--- config.mk ---
export PLATFORM = sky130hd
export DESIGN_NAME = iomlc_framer
export DESIGN_NICKNAME = d
export VERILOG_FILES = /design/src/rtl/iomlc_pkg.sv /design/src/rtl/iomlc_timing.sv /design/src/rtl/iomlc_rx.sv /design/src/rtl/iomlc_tx.sv /design/src/rtl/iomlc_framer.sv
export SDC_FILE = /design/constraint.sdc
export NUM_CORES = 1
export LEC_CHECK = 0
export ABC_AREA = 1
export CORE_AREA = 2 2 206 208
export CTS_CLUSTER_SIZE = 10
export DETAILED_ROUTE_END_ITERATION = 16
export DIE_AREA = 0 0 208 210
export DONT_BUFFER_PORTS = 1
export GPL_TIMING_DRIVEN = 0
export SYNTH_ARGS = -nofsm -noshare
export SYNTH_HDL_FRONTEND = slang
export SYNTH_HIERARCHICAL = 1
export SYNTH_SLANG_ARGS = --single-unit
--- constraint.sdc ---
create_clock -name clk -period 2.6 [get_ports clk]
set_input_delay 0.52 -clock clk [delete_from_list [all_inputs] [get_ports clk]]
set_output_delay 0.52 -clock clk [all_outputs]
set_load 0.005 [all_outputs]
--- src/rtl/iomlc_pkg.sv ---
`timescale 1ns/1ps
// Shared constants and the channel field layout for the line-card framer.
// Assumes the 32-bit channel format; the field order is the wire order, MSB first.
package iomlc_pkg;
    localparam int CH_BITS    = 32;
    localparam int BIT_W      = 5;   // log2(CH_BITS)
    localparam int SLOT_CYC_W = 6;   // log2(CH_BITS * 2)

    typedef struct packed {
        logic [7:0] b1;
        logic [7:0] b2;
        logic [7:0] mon;
        logic [1:0] d;
        logic [3:0] ci;
        logic       mr;
        logic       mx;
    } iom_chan_t;
endpackage

--- src/rtl/iomlc_timing.sv ---
`timescale 1ns/1ps
// Frame position counter on the double-rate clock.
// Counts half-bit cycles, realigns to zero on a sampled frame pulse, and wraps
// by itself after NCH*64 cycles. Assumes fsc is synchronous to clk.
module iomlc_timing #(
    parameter int NCH = 8,
    parameter int CHW = (NCH > 1) ? $clog2(NCH) : 1
) (
    input  logic           clk,
    input  logic           rst_n,
    input  logic           fsc,
    output logic           locked,
    output logic [CHW-1:0] ch_idx,
    output logic [4:0]     bit_idx,
    output logic           half,
    output logic           slot_last,
    output logic           load,
    output logic [CHW-1:0] next_ch,
    output logic           next_live
);
    localparam int POSW = CHW + iomlc_pkg::SLOT_CYC_W;
    localparam int LAST = NCH * iomlc_pkg::CH_BITS * 2 - 1;

    logic [POSW-1:0] pos_q;
    logic            locked_q;
    logic            frame_last;

    // Advance the half-bit position; restart on frame pulse or after the last cycle.
    always_ff @(posedge clk) begin
        if (!rst_n) begin
            pos_q    <= '0;
            locked_q <= 1'b0;
        end else if (fsc) begin
            pos_q    <= '0;
            locked_q <= 1'b1;
        end else if (pos_q == POSW'(LAST)) begin
            pos_q    <= '0;
        end else begin
            pos_q    <= pos_q + 1'b1;
        end
    end

    // Decode the position into channel, bit, half and slot-boundary strobes.
    always_comb begin
        ch_idx     = pos_q[POSW-1:iomlc_pkg::SLOT_CYC_W];
        bit_idx    = pos_q[iomlc_pkg::SLOT_CYC_W-1:1];
        half       = pos_q[0];
        slot_last  = half && (&bit_idx);
        frame_last = slot_last && (ch_idx == CHW'(NCH - 1));
        load       = fsc || slot_last;
        next_live  = locked_q || fsc;
        if (fsc || frame_last) next_ch = '0;
        else                   next_ch = ch_idx + 1'b1;
    end

    assign locked = locked_q;


    fsc_align_chk: assert property (@(posedge clk) disable iff (!rst_n)
        fsc |=> (pos_q == '0) && locked_q);


    wrap_chk: assert property (@(posedge clk) disable iff (!rst_n)
        (!fsc && frame_last) |=> (pos_q == '0));
endmodule

--- src/rtl/iomlc_rx.sv ---
`timescale 1ns/1ps
// Downstream deserialiser: shifts dd once per bit and captures each channel's
// 32-bit word at the end of its slot. Assumes timing strobes come from iomlc_timing.
module iomlc_rx #(
    parameter int NCH = 8,
    parameter int CHW = (NCH > 1) ? $clog2(NCH) : 1
) (
    input  logic                  clk,
    input  logic                  rst_n,
    input  logic                  dd,
    input  logic                  sample,
    input  logic                  slot_last,
    input  logic [CHW-1:0]        ch_idx,
    output logic [NCH*32-1:0]     rx_words,
    output logic                  frame_end
);
    logic [30:0] sh_q;
    logic        fe_q;

    // Shift one received bit in per bit period, MSB first.
    always_ff @(posedge clk) begin
        if (!rst_n)      sh_q <= '0;
        else if (sample) sh_q <= {sh_q[29:0], dd};
    end

    for (genvar c = 0; c < NCH; c++) begin : g_chan
        logic [31:0] word_q;

        // Capture the full channel word when this channel's slot ends.
        always_ff @(posedge clk) begin
            if (!rst_n)
                word_q <= '0;
            else if (sample && slot_last && (ch_idx == CHW'(c)))
                word_q <= {sh_q, dd};
        end

        assign rx_words[c*32 +: 32] = word_q;
    end

    // Strobe once the last channel of the frame has been captured.
    always_ff @(posedge clk) begin
        if (!rst_n) fe_q <= 1'b0;
        else        fe_q <= sample && slot_last && (ch_idx == CHW'(NCH - 1));
    end

    assign frame_end = fe_q;


    frame_end_pulse_chk: assert property (@(posedge clk) disable iff (!rst_n)
        fe_q |=> !fe_q);
endmodule

--- src/rtl/iomlc_tx.sv ---
`timescale 1ns/1ps
// Upstream serialiser: loads a channel word and its enable at each slot start,
// then shifts one bit out per bit period. Assumes load/next_ch from iomlc_timing.
module iomlc_tx #(
    parameter int NCH = 8,
    parameter int CHW = (NCH > 1) ? $clog2(NCH) : 1
) (
    input  logic               clk,
    input  logic               rst_n,
    input  logic [NCH*32-1:0]  tx_words,
    input  logic [NCH-1:0]     tx_en,
    input  logic               load,
    input  logic [CHW-1:0]     next_ch,
    input  logic               next_live,
    input  logic               half,
    output logic               du,
    output logic               du_oe
);
    logic [31:0] sh_q;
    logic        oe_q;

    // Load the next channel word at a slot start, otherwise shift after each bit.
    always_ff @(posedge clk) begin
        if (!rst_n) begin
            sh_q <= '0;
            oe_q <= 1'b0;
        end else if (load) begin
            sh_q <= tx_words[{next_ch, 5'd0} +: 32];
            oe_q <= tx_en[next_ch] && next_live;
        end else if (half) begin
            sh_q <= {sh_q[30:0], 1'b0};
        end
    end

    assign du    = sh_q[31] && oe_q;
    assign du_oe = oe_q;
endmodule

--- src/rtl/iomlc_framer.sv ---
`timescale 1ns/1ps
// Line-card IOM-2 channel framer top: ties the position counter, downstream
// deserialiser and upstream serialiser together and splits received words
// into per-channel fields. Assumes clk is the double-rate data clock.
module iomlc_framer #(
    parameter int NCH = 8
) (
    input  logic              clk,
    input  logic              rst_n,
    input  logic              fsc,
    input  logic              dd,
    input  logic [NCH*32-1:0] tx_word,
    input  logic [NCH-1:0]    tx_en,
    output logic              du,
    output logic              du_oe,
    output logic [NCH*8-1:0]  rx_b1,
    output logic [NCH*8-1:0]  rx_b2,
    output logic [NCH*8-1:0]  rx_mon,
    output logic [NCH*2-1:0]  rx_d,
    output logic [NCH*4-1:0]  rx_ci,
    output logic [NCH-1:0]    rx_mr,
    output logic [NCH-1:0]    rx_mx,
    output logic              frame_end
);
    import iomlc_pkg::*;

    localparam int CHW = (NCH > 1) ? $clog2(NCH) : 1;

    logic           locked, half, slot_last, load, next_live;
    logic [CHW-1:0] ch_idx, next_ch;
    logic [4:0]     bit_idx;
    logic [NCH*32-1:0] rx_words;

    iomlc_timing #(.NCH(NCH), .CHW(CHW)) u_timing (
        .clk(clk), .rst_n(rst_n), .fsc(fsc),
        .locked(locked), .ch_idx(ch_idx), .bit_idx(bit_idx), .half(half),
        .slot_last(slot_last), .load(load), .next_ch(next_ch), .next_live(next_live)
    );

    iomlc_rx #(.NCH(NCH), .CHW(CHW)) u_rx (
        .clk(clk), .rst_n(rst_n), .dd(dd), .sample(locked && half),
        .slot_last(slot_last), .ch_idx(ch_idx),
        .rx_words(rx_words), .frame_end(frame_end)
    );

    iomlc_tx #(.NCH(NCH), .CHW(CHW)) u_tx (
        .clk(clk), .rst_n(rst_n), .tx_words(tx_word), .tx_en(tx_en),
        .load(load), .next_ch(next_ch), .next_live(next_live), .half(half),
        .du(du), .du_oe(du_oe)
    );

    for (genvar c = 0; c < NCH; c++) begin : g_split
        iom_chan_t w;
        // Map one captured word onto its field outputs.
        assign w               = rx_words[c*32 +: 32];
        assign rx_b1[c*8 +: 8]  = w.b1;
        assign rx_b2[c*8 +: 8]  = w.b2;
        assign rx_mon[c*8 +: 8] = w.mon;
        assign rx_d[c*2 +: 2]   = w.d;
        assign rx_ci[c*4 +: 4]  = w.ci;
        assign rx_mr[c]         = w.mr;
        assign rx_mx[c]         = w.mx;
    end


    unlocked_quiet_chk: assert property (@(posedge clk) disable iff (!rst_n)
        !locked |-> (!du_oe && !frame_end));


    oe_boundary_chk: assert property (@(posedge clk) disable iff (!rst_n)
        (du_oe != $past(du_oe)) |-> (bit_idx == 5'd0 && !half));


    frame_end_align_chk: assert property (@(posedge clk) disable iff (!rst_n)
        frame_end |-> (ch_idx == '0 && bit_idx == 5'd0 && !half && locked));
endmodule

==> out/summary.txt, run 1 <==
Outcome = complete, no violations
Via count = 16,700
Finished Cell Area = 18,100 um^2
Critical path arrival = 2.86 ns
Min-Delay Endpoint = u_tx/sh_q[31]$_SDFFE_PN0P_
GRT Total Usage = 29.0%
DP Worst Slack = -0.282 ns
Layout area overhead = 10.7%
Pre-antenna DRT Iters = 5
CP Cell Sequence = ha_1, ha_1, nand4_1, nand2_1, nor2_1, clkbuf_4, buf_2, nand2_1, nand3_1, nand3_1, a21oi_1
Root buffer cell = clkbuf_16
Max-Cap Viols = 0
Async SR Flop Fraction = 0%
Vias in the first global route = 16,200
RSZ-0062 raised after global routing = no
H-tree depth = 2
Yosys reg bits = 331
CP max-delay cell = dfxtp_2
GP Congestion = 0.975
Setup_tns = 0 ns
Worst Hold Depth = 2
Post-synthesis sequential area ratio = 40.5%
Drt first-iter violations = 1,262
Total CTS buffers = 39
Setup Crit Path Kind = flop to flop
Fin nets = 2,899
First-pass GRT wire length = 97,200 um
Area after DPL = 17,100 um^2
Pwr Total = 10,800 uW
Worst R2R Setup Slack = 0.18 ns
VDD IR max = 0.000346 V
Pins over their slew limit = 0
Initial Util = 39.5%
Chip Width = 208 um
R2R Path End = u_tx/sh_q[5]$_SDFFE_PN0P_
Ys flop type = dfxtp_1
DRC = 0
Setup crit end kind = flop
Die Ht = 210 um
Final setup violation count = 0
Rows = 75
Post-synth EDFFs = 0
Synth Cell Area = 16,400 um^2
Die area = 43,700 um^2
Fin crit period = 2.42 ns
Longest Clk Path Bufs = 3
Least-Margin Pin Slew = 0.916 ns
Final period util = 93.0%
Clk_lat worst skew = 0.53 ns
Layout cells sized above 1 = 7.18%
Wire length per cell = 20.8 um
WL final = 66,100 um
Register area = 6630 um^2
Worst R2R Start = u_timing/pos_q[6]$_SDFF_PP0_
IO Port Bufs = 0
Hold Fails Final Rpt = 0
CTS sink cnt = 331
Max-Slew Margin vs Limit = 38.9%
Worst path max stage delay = 0.39 ns
Final ANT Viol Nets = 0
Initial antenna violation count = 4
CTS tree = built
Vias per cell = 5.27
Worst path required time = 3.04 ns
Core area = 41,500 um^2
Skew final = 0.0192 ns
Cells after synthesis = 2,586
# IOs = 527
Max FO, Critical Path = 10
Total setup buffers inserted after CTS = 0
Largest net degree at the start of global routing = 11
PD cells = 594 nW/um^2
WHS = 0.148 ns
Area of the multi-input gates = 7740 um^2
Hold Startpoint = rst_n
Hold Crit Class = input pin to flop
Cell leakage power = 0.00821 uW
Clock-pin slew on the worst setup and hold paths = 0.05 ns
Yosys warning total = 6
Synth Area per Inst = 6.33 um^2
Fill cells = 4,526
Worst setup SP type = flop
FF-to-FF path depth = 11
Syn_nets = 2,858
Fin worst setup slack = 0.181 ns
Detailed placement HPWL = 51,800 um
Synth cell types = 25
Grt total ovfl = 0
Max Clk Rate = 413 MHz
synth_stat cells (2+ instances only):
| master | number | area (um^2) |
|---|---|---|
| nand2_1 | 637 | 2390 |
| nand3_1 | 457 | 2290 |
| nor2_1 | 400 | 1500 |
| dfxtp_1 | 331 | 6630 |
| inv_1 | 241 | 905 |
| a21oi_1 | 197 | 986 |
| buf_2 | 103 | 515 |
| clkbuf_1 | 61 | 229 |
| o21ai_0 | 33 | 165 |
| clkinv_1 | 32 | 120 |
| o211ai_1 | 30 | 225 |
| buf_1 | 23 | 86.3 |
| nor2_2 | 11 | 68.8 |
| buf_6 | 10 | 113 |
| ha_1 | 4 | 50.1 |
| inv_2 | 4 | 15.0 |
| buf_4 | 3 | 22.5 |
| nand2_2 | 2 | 12.5 |
kinds of logic after synthesis:
| kind of cell | Yosys count | synth area share (%) |
|---|---|---|
| simple gates | 1512 | 38.5 |
| buf+inv | 477 | 12.2 |
| fa+ha+maj | 4 | 0.306 |
| flops | 331 | 40.5 |
| compound gates | 262 | 8.50 |
what timing repair did:
| action | 4_1_cts | 5_1_grt |
|---|---|---|
| hold buffers | 0 | 0 |
| gates resized for setup | 6 | 13 |
| endpoints found under the setup margin | 30 | 33 |
worst max-delay path, delay by kind of cell (launching register included):
family / cells / cell delay, ns
adders and majority gates: 2 / 0.41
and+or+nand+nor: 6 / 0.83
DFF: 1 / 0.39
AOI/OAI and AO/OA: 1 / 0.14
buffers and inverters: 2 / 0.57
cells in the final DEF (no fill, tap or decap), drive strengths merged, types with 2 or more instances in the layout:
cell      n
a21oi   197
ha        4
clkinv   32
nand2   639
nor3b     2
o21ai    33
o211ai   30
nor2    411
inv     246
diode     3
dfxtp   331
buf     134
clkbuf  111
nand3   457
where the power goes:
| part | leakage [uW] | switching [uW] | internal, uW | total, uW |
|---|---|---|---|---|
| Clock | 0.000510 | 1970 | 2750 | 4720 |
| Sequential | 0.00268 | 32.7 | 5140 | 5170 |
| Combinational | 0.00503 | 615 | 268 | 883 |
metrics by stage:
stage | utilization [%] | cells
final | 43.7 | 3174
after global routing | 43.7 | 3174
after CTS | 43.6 | 3171
after global placement | 41.1 | 3125
after floorplan | - | 2586
after detailed placement | 41.1 | 3125
worst max path at each step:
stage / endpoint / slack [ns] / startpoint
floorplan: u_tx/sh_q[10]$_SDFFE_PN0P_ / 0.64 / u_timing/pos_q[6]$_SDFF_PP0_
global placement: u_tx/sh_q[14]$_SDFFE_PN0P_ / -0.28 / u_timing/pos_q[6]$_SDFF_PP0_
detailed placement: u_tx/sh_q[14]$_SDFFE_PN0P_ / -0.28 / u_timing/pos_q[6]$_SDFF_PP0_
CTS: u_tx/sh_q[14]$_SDFFE_PN0P_ / 0.02 / u_timing/pos_q[6]$_SDFF_PP0_
global route: u_tx/sh_q[29]$_SDFFE_PN0P_ / 0.005 / u_timing/pos_q[6]$_SDFF_PP0_
finish: u_tx/sh_q[5]$_SDFFE_PN0P_ / 0.18 / u_timing/pos_q[6]$_SDFF_PP0_
flip-flops by register name, indices dropped and copies added (netlist names):
register            flops
u_timing/locked         1
u_rx/g_chan.word_q    256
u_tx/du_oe              1
u_rx/frame_end          1
u_rx/sh_q              31
u_tx/sh_q              32
u_timing/pos_q          9
final cells by class:
| class | count | area share, % |
|---|---|---|
| antenna | 3 | 0.0414 |
| tap | 539 | 3.72 |
| buffer | 200 | 5.45 |
| multi-input combinational | 1778 | 42.7 |
| inverter | 277 | 5.74 |
| clock buffer | 45 | 5.68 |
| sequential | 331 | 36.6 |
| clock inverter | 1 | 0.0483 |
metal layers:
metal  wire (um)  vias to the layer above  part of all wire, %  GRT usage, %
met1       24900                     7630                   38          32.2
li1            -                     8218                    -             -
met4        3040                        2                  4.6          12.9
met5          13                        -                0.020             0
met3        6230                      148                  9.4          8.73
met2       31900                      729                   48          51.3
Power figures use the tool's default switching activity.
==> inputs of run 2 (changes only) <==
--- a/config.mk
+++ b/config.mk
@@ -12,6 +12,7 @@
 export DIE_AREA = 0 0 208 210
 export DONT_BUFFER_PORTS = 1
 export GPL_TIMING_DRIVEN = 0
+export MAX_ROUTING_LAYER = met4
 export SYNTH_ARGS = -nofsm -noshare
 export SYNTH_HDL_FRONTEND = slang
 export SYNTH_HIERARCHICAL = 1
==> out/summary.txt, run 2 (same netlist as run 1, synthesis figures left out) <==
CP max-delay cell = buf_1
Clock-pin slew on the worst setup and hold paths = 0.06 ns (about the same)
Vias per cell = 5.34 (+1.3%)
Net Sw Power = 2650 uW (+1.0%)
Detailed placement HPWL = 52,200 um (+0.78%)
GP Congestion = 0.942 (-3.4%)
Max reg flops = 256 (unchanged)
Comb power frac = 8.2% (about the same)
Drt first-iter violations = 1,423 (+13%)
PD cells = 594 nW/um^2 (-0.11%)
Die Ht = 210 um (unchanged)
Max FO, Critical Path = 10 (unchanged)
CTS sink cnt = 331 (unchanged)
Core area = 41,500 um^2 (unchanged)
Die area = 43,700 um^2 (unchanged)
Hold Crit Class = input pin to flop
Area of the multi-input gates = 7740 um^2 (unchanged)
Most common cell after layout, fill and taps aside = nand2_1
Worst path max stage delay = 0.58 ns (+0.19 ns)
Critical path arrival = 2.82 ns (-0.04 ns)
Final setup violation count = 0 (unchanged)
Worst R2R Start = u_timing/pos_q[6]$_SDFF_PP0_
Setup crit end kind = flop
Clock power frac = 43.7% (about the same)
Hold Startpoint = rst_n
Max-Slew Margin vs Limit = 43.7% (+4.7 points)
Pins over their slew limit = 0 (unchanged)
Outcome = complete, no violations
Fill cells = 4,518 (-0.18%)
H-tree depth = 2 (unchanged)
Pwr Total = 10,700 uW (-0.25%)
GRT Total Usage = 30.2% (+1.2 points)
CTS tree = built
Worst setup SP type = flop
Area after DPL = 17,100 um^2 (unchanged)
Buf/Inv on CP = 2 (unchanged)
# IOs = 527 (unchanged)
Final ANT Viol Nets = 0 (unchanged)
Setup Crit Path Kind = flop to flop
Total setup buffers inserted after CTS = 0 (unchanged)
RSZ-0062 raised after global routing = yes
Cell leakage power = 0.00820 uW (-0.10%)
Vias in the first global route = 16,200 (-0.17%)
Initial Util = 39.5% (unchanged)
Via count = 16,900 (+1.3%)
Chip Width = 208 um (unchanged)
Longest Clk Path Bufs = 3 (unchanged)
Setup_tns = 0 ns (unchanged)
Fin nets = 2,899 (unchanged)
VDD IR max = 0.000334 V (-3.6%)
Max Clk Rate = 412 MHz (-0.37%)
Worst path required time = 2.99 ns (-0.05 ns)
Top flop regs = u_rx/g_chan.word_q (256), u_tx/sh_q (32), u_rx/sh_q (31)
Max-Cap Viols = 0 (unchanged)
Grt total ovfl = 0 (unchanged)
Clk_lat worst skew = 0.53 ns (about the same)
DRC = 0 (unchanged)
Flop pwr share = 48.1% (about the same)
Hold Fails Final Rpt = 0 (unchanged)
Largest net degree at the start of global routing = 11 (unchanged)
Layout cells sized above 1 = 7.10% (-0.076 points)
Root buffer cell = clkbuf_16
Initial antenna violation count = 1 (-3)
Layout area overhead = 10.5%
Commonest cells after routing, fill and taps aside = 637 x nand2_1, 457 x nand3_1, 400 x nor2_1
IO Port Bufs = 0 (unchanged)
Register area = 6630 um^2 (about the same)
Rows = 75 (unchanged)
Top reg by flops = u_rx/g_chan.word_q
WL final = 66,800 um (+1.1%)
Fin crit period = 2.43 ns (+0.00888 ns)
Least-Margin Pin Slew = 0.845 ns (-0.0710 ns)
First-pass GRT wire length = 98,500 um (+1.4%)
Pre-antenna DRT Iters = 6 (+1)
Top Family by Delay on Critical Path = buffers and inverters
Final period util = 93.4% (+0.34 points)
CP Cell Sequence = ha_1, ha_1, nand4_1, nand2_1, nor2_1, clkbuf_4, buf_1, nand3_1, nand3_1, a21oi_1
Skew final = 0.0144 ns (-0.00478 ns)
Switching share of power = 24.6% (+0.32 points)
Wire length per cell = 21.1 um (+1.2%)
Setup crit start = u_timing/pos_q[6]$_SDFF_PP0_
Internal Power = 8100 uW (-0.67%)
Total CTS buffers = 39 (unchanged)
Finished Cell Area = 18,100 um^2 (-0.14%)
run 2: changes by cell type in the layout (fill, tap and decap cells not counted):
cell	previous run	this run
clkbuf_4	5	2
buf_4	3	5
clkbuf_8	3	1
diode_2	3	1
buf_1	19	20
clkbuf_1	60	61
clkinv_2	1	2
dfxtp_2	2	1
dfxtp_4	0	1
run 2: final timing paths:
kind | to | slack (ns) | cells after the start
max | u_tx/sh_q[14]$_SDFFE_PN0P_ | 0.17 | 10
min | u_tx/sh_q[31]$_SDFFE_PN0P_ | 0.13 | 2
max reg2reg | u_tx/sh_q[14]$_SDFFE_PN0P_ | 0.17 | 10
min reg2reg | u_timing/pos_q[4]$_SDFF_PP0_ | 0.47 | 1
run 2: through the flow:
step	std cells	utilization, %	setup WS, ns	hold slack (ns)
final	3172	43.6	0.172	0.126
after global routing	3172	43.6	-0.000207	0.119
after CTS	3171	43.6	0.0138	0.109
after detailed placement	3125	41.1	-0.236	0.456
after global placement	3125	41.1	-0.239	0.448
after floorplan	2586	-	0.639	0.441
run 2: cell type report:
type	instances	share of cell area [%]
inverters	277	5.75
plain buffers	200	5.44
clock inverters	2	0.0761
multi-input cells	1778	42.8
flip-flops and latches	331	36.6
clock buffers	44	5.55
well taps	539	3.73
diodes	1	0.0138
run 2: timing repair:
item,in CTS,in global routing
hold buffers,0,0
endpoints found under the setup margin,31,33
resized for setup,9,8
run 2: power by group through the flow:
stage / sequential [uW] / combinational [uW] / clock (uW)
after floorplan: 5270 / 605 / 0
after global placement: 5270 / 863 / 0
after detailed placement: 5280 / 869 / 0
after CTS: 5170 / 872 / 4790
after global routing: 5170 / 978 / 4960
final: 5170 / 883 / 4690
run 2: routing by layer:
layer  GRT usage, %  vias up  wire [um]
met2           53.2      748      33000
met5              -        -          0
met1           33.0     7865      25300
met3           8.30      119       6380
li1               -     8210          -
met4           9.90        0       2150
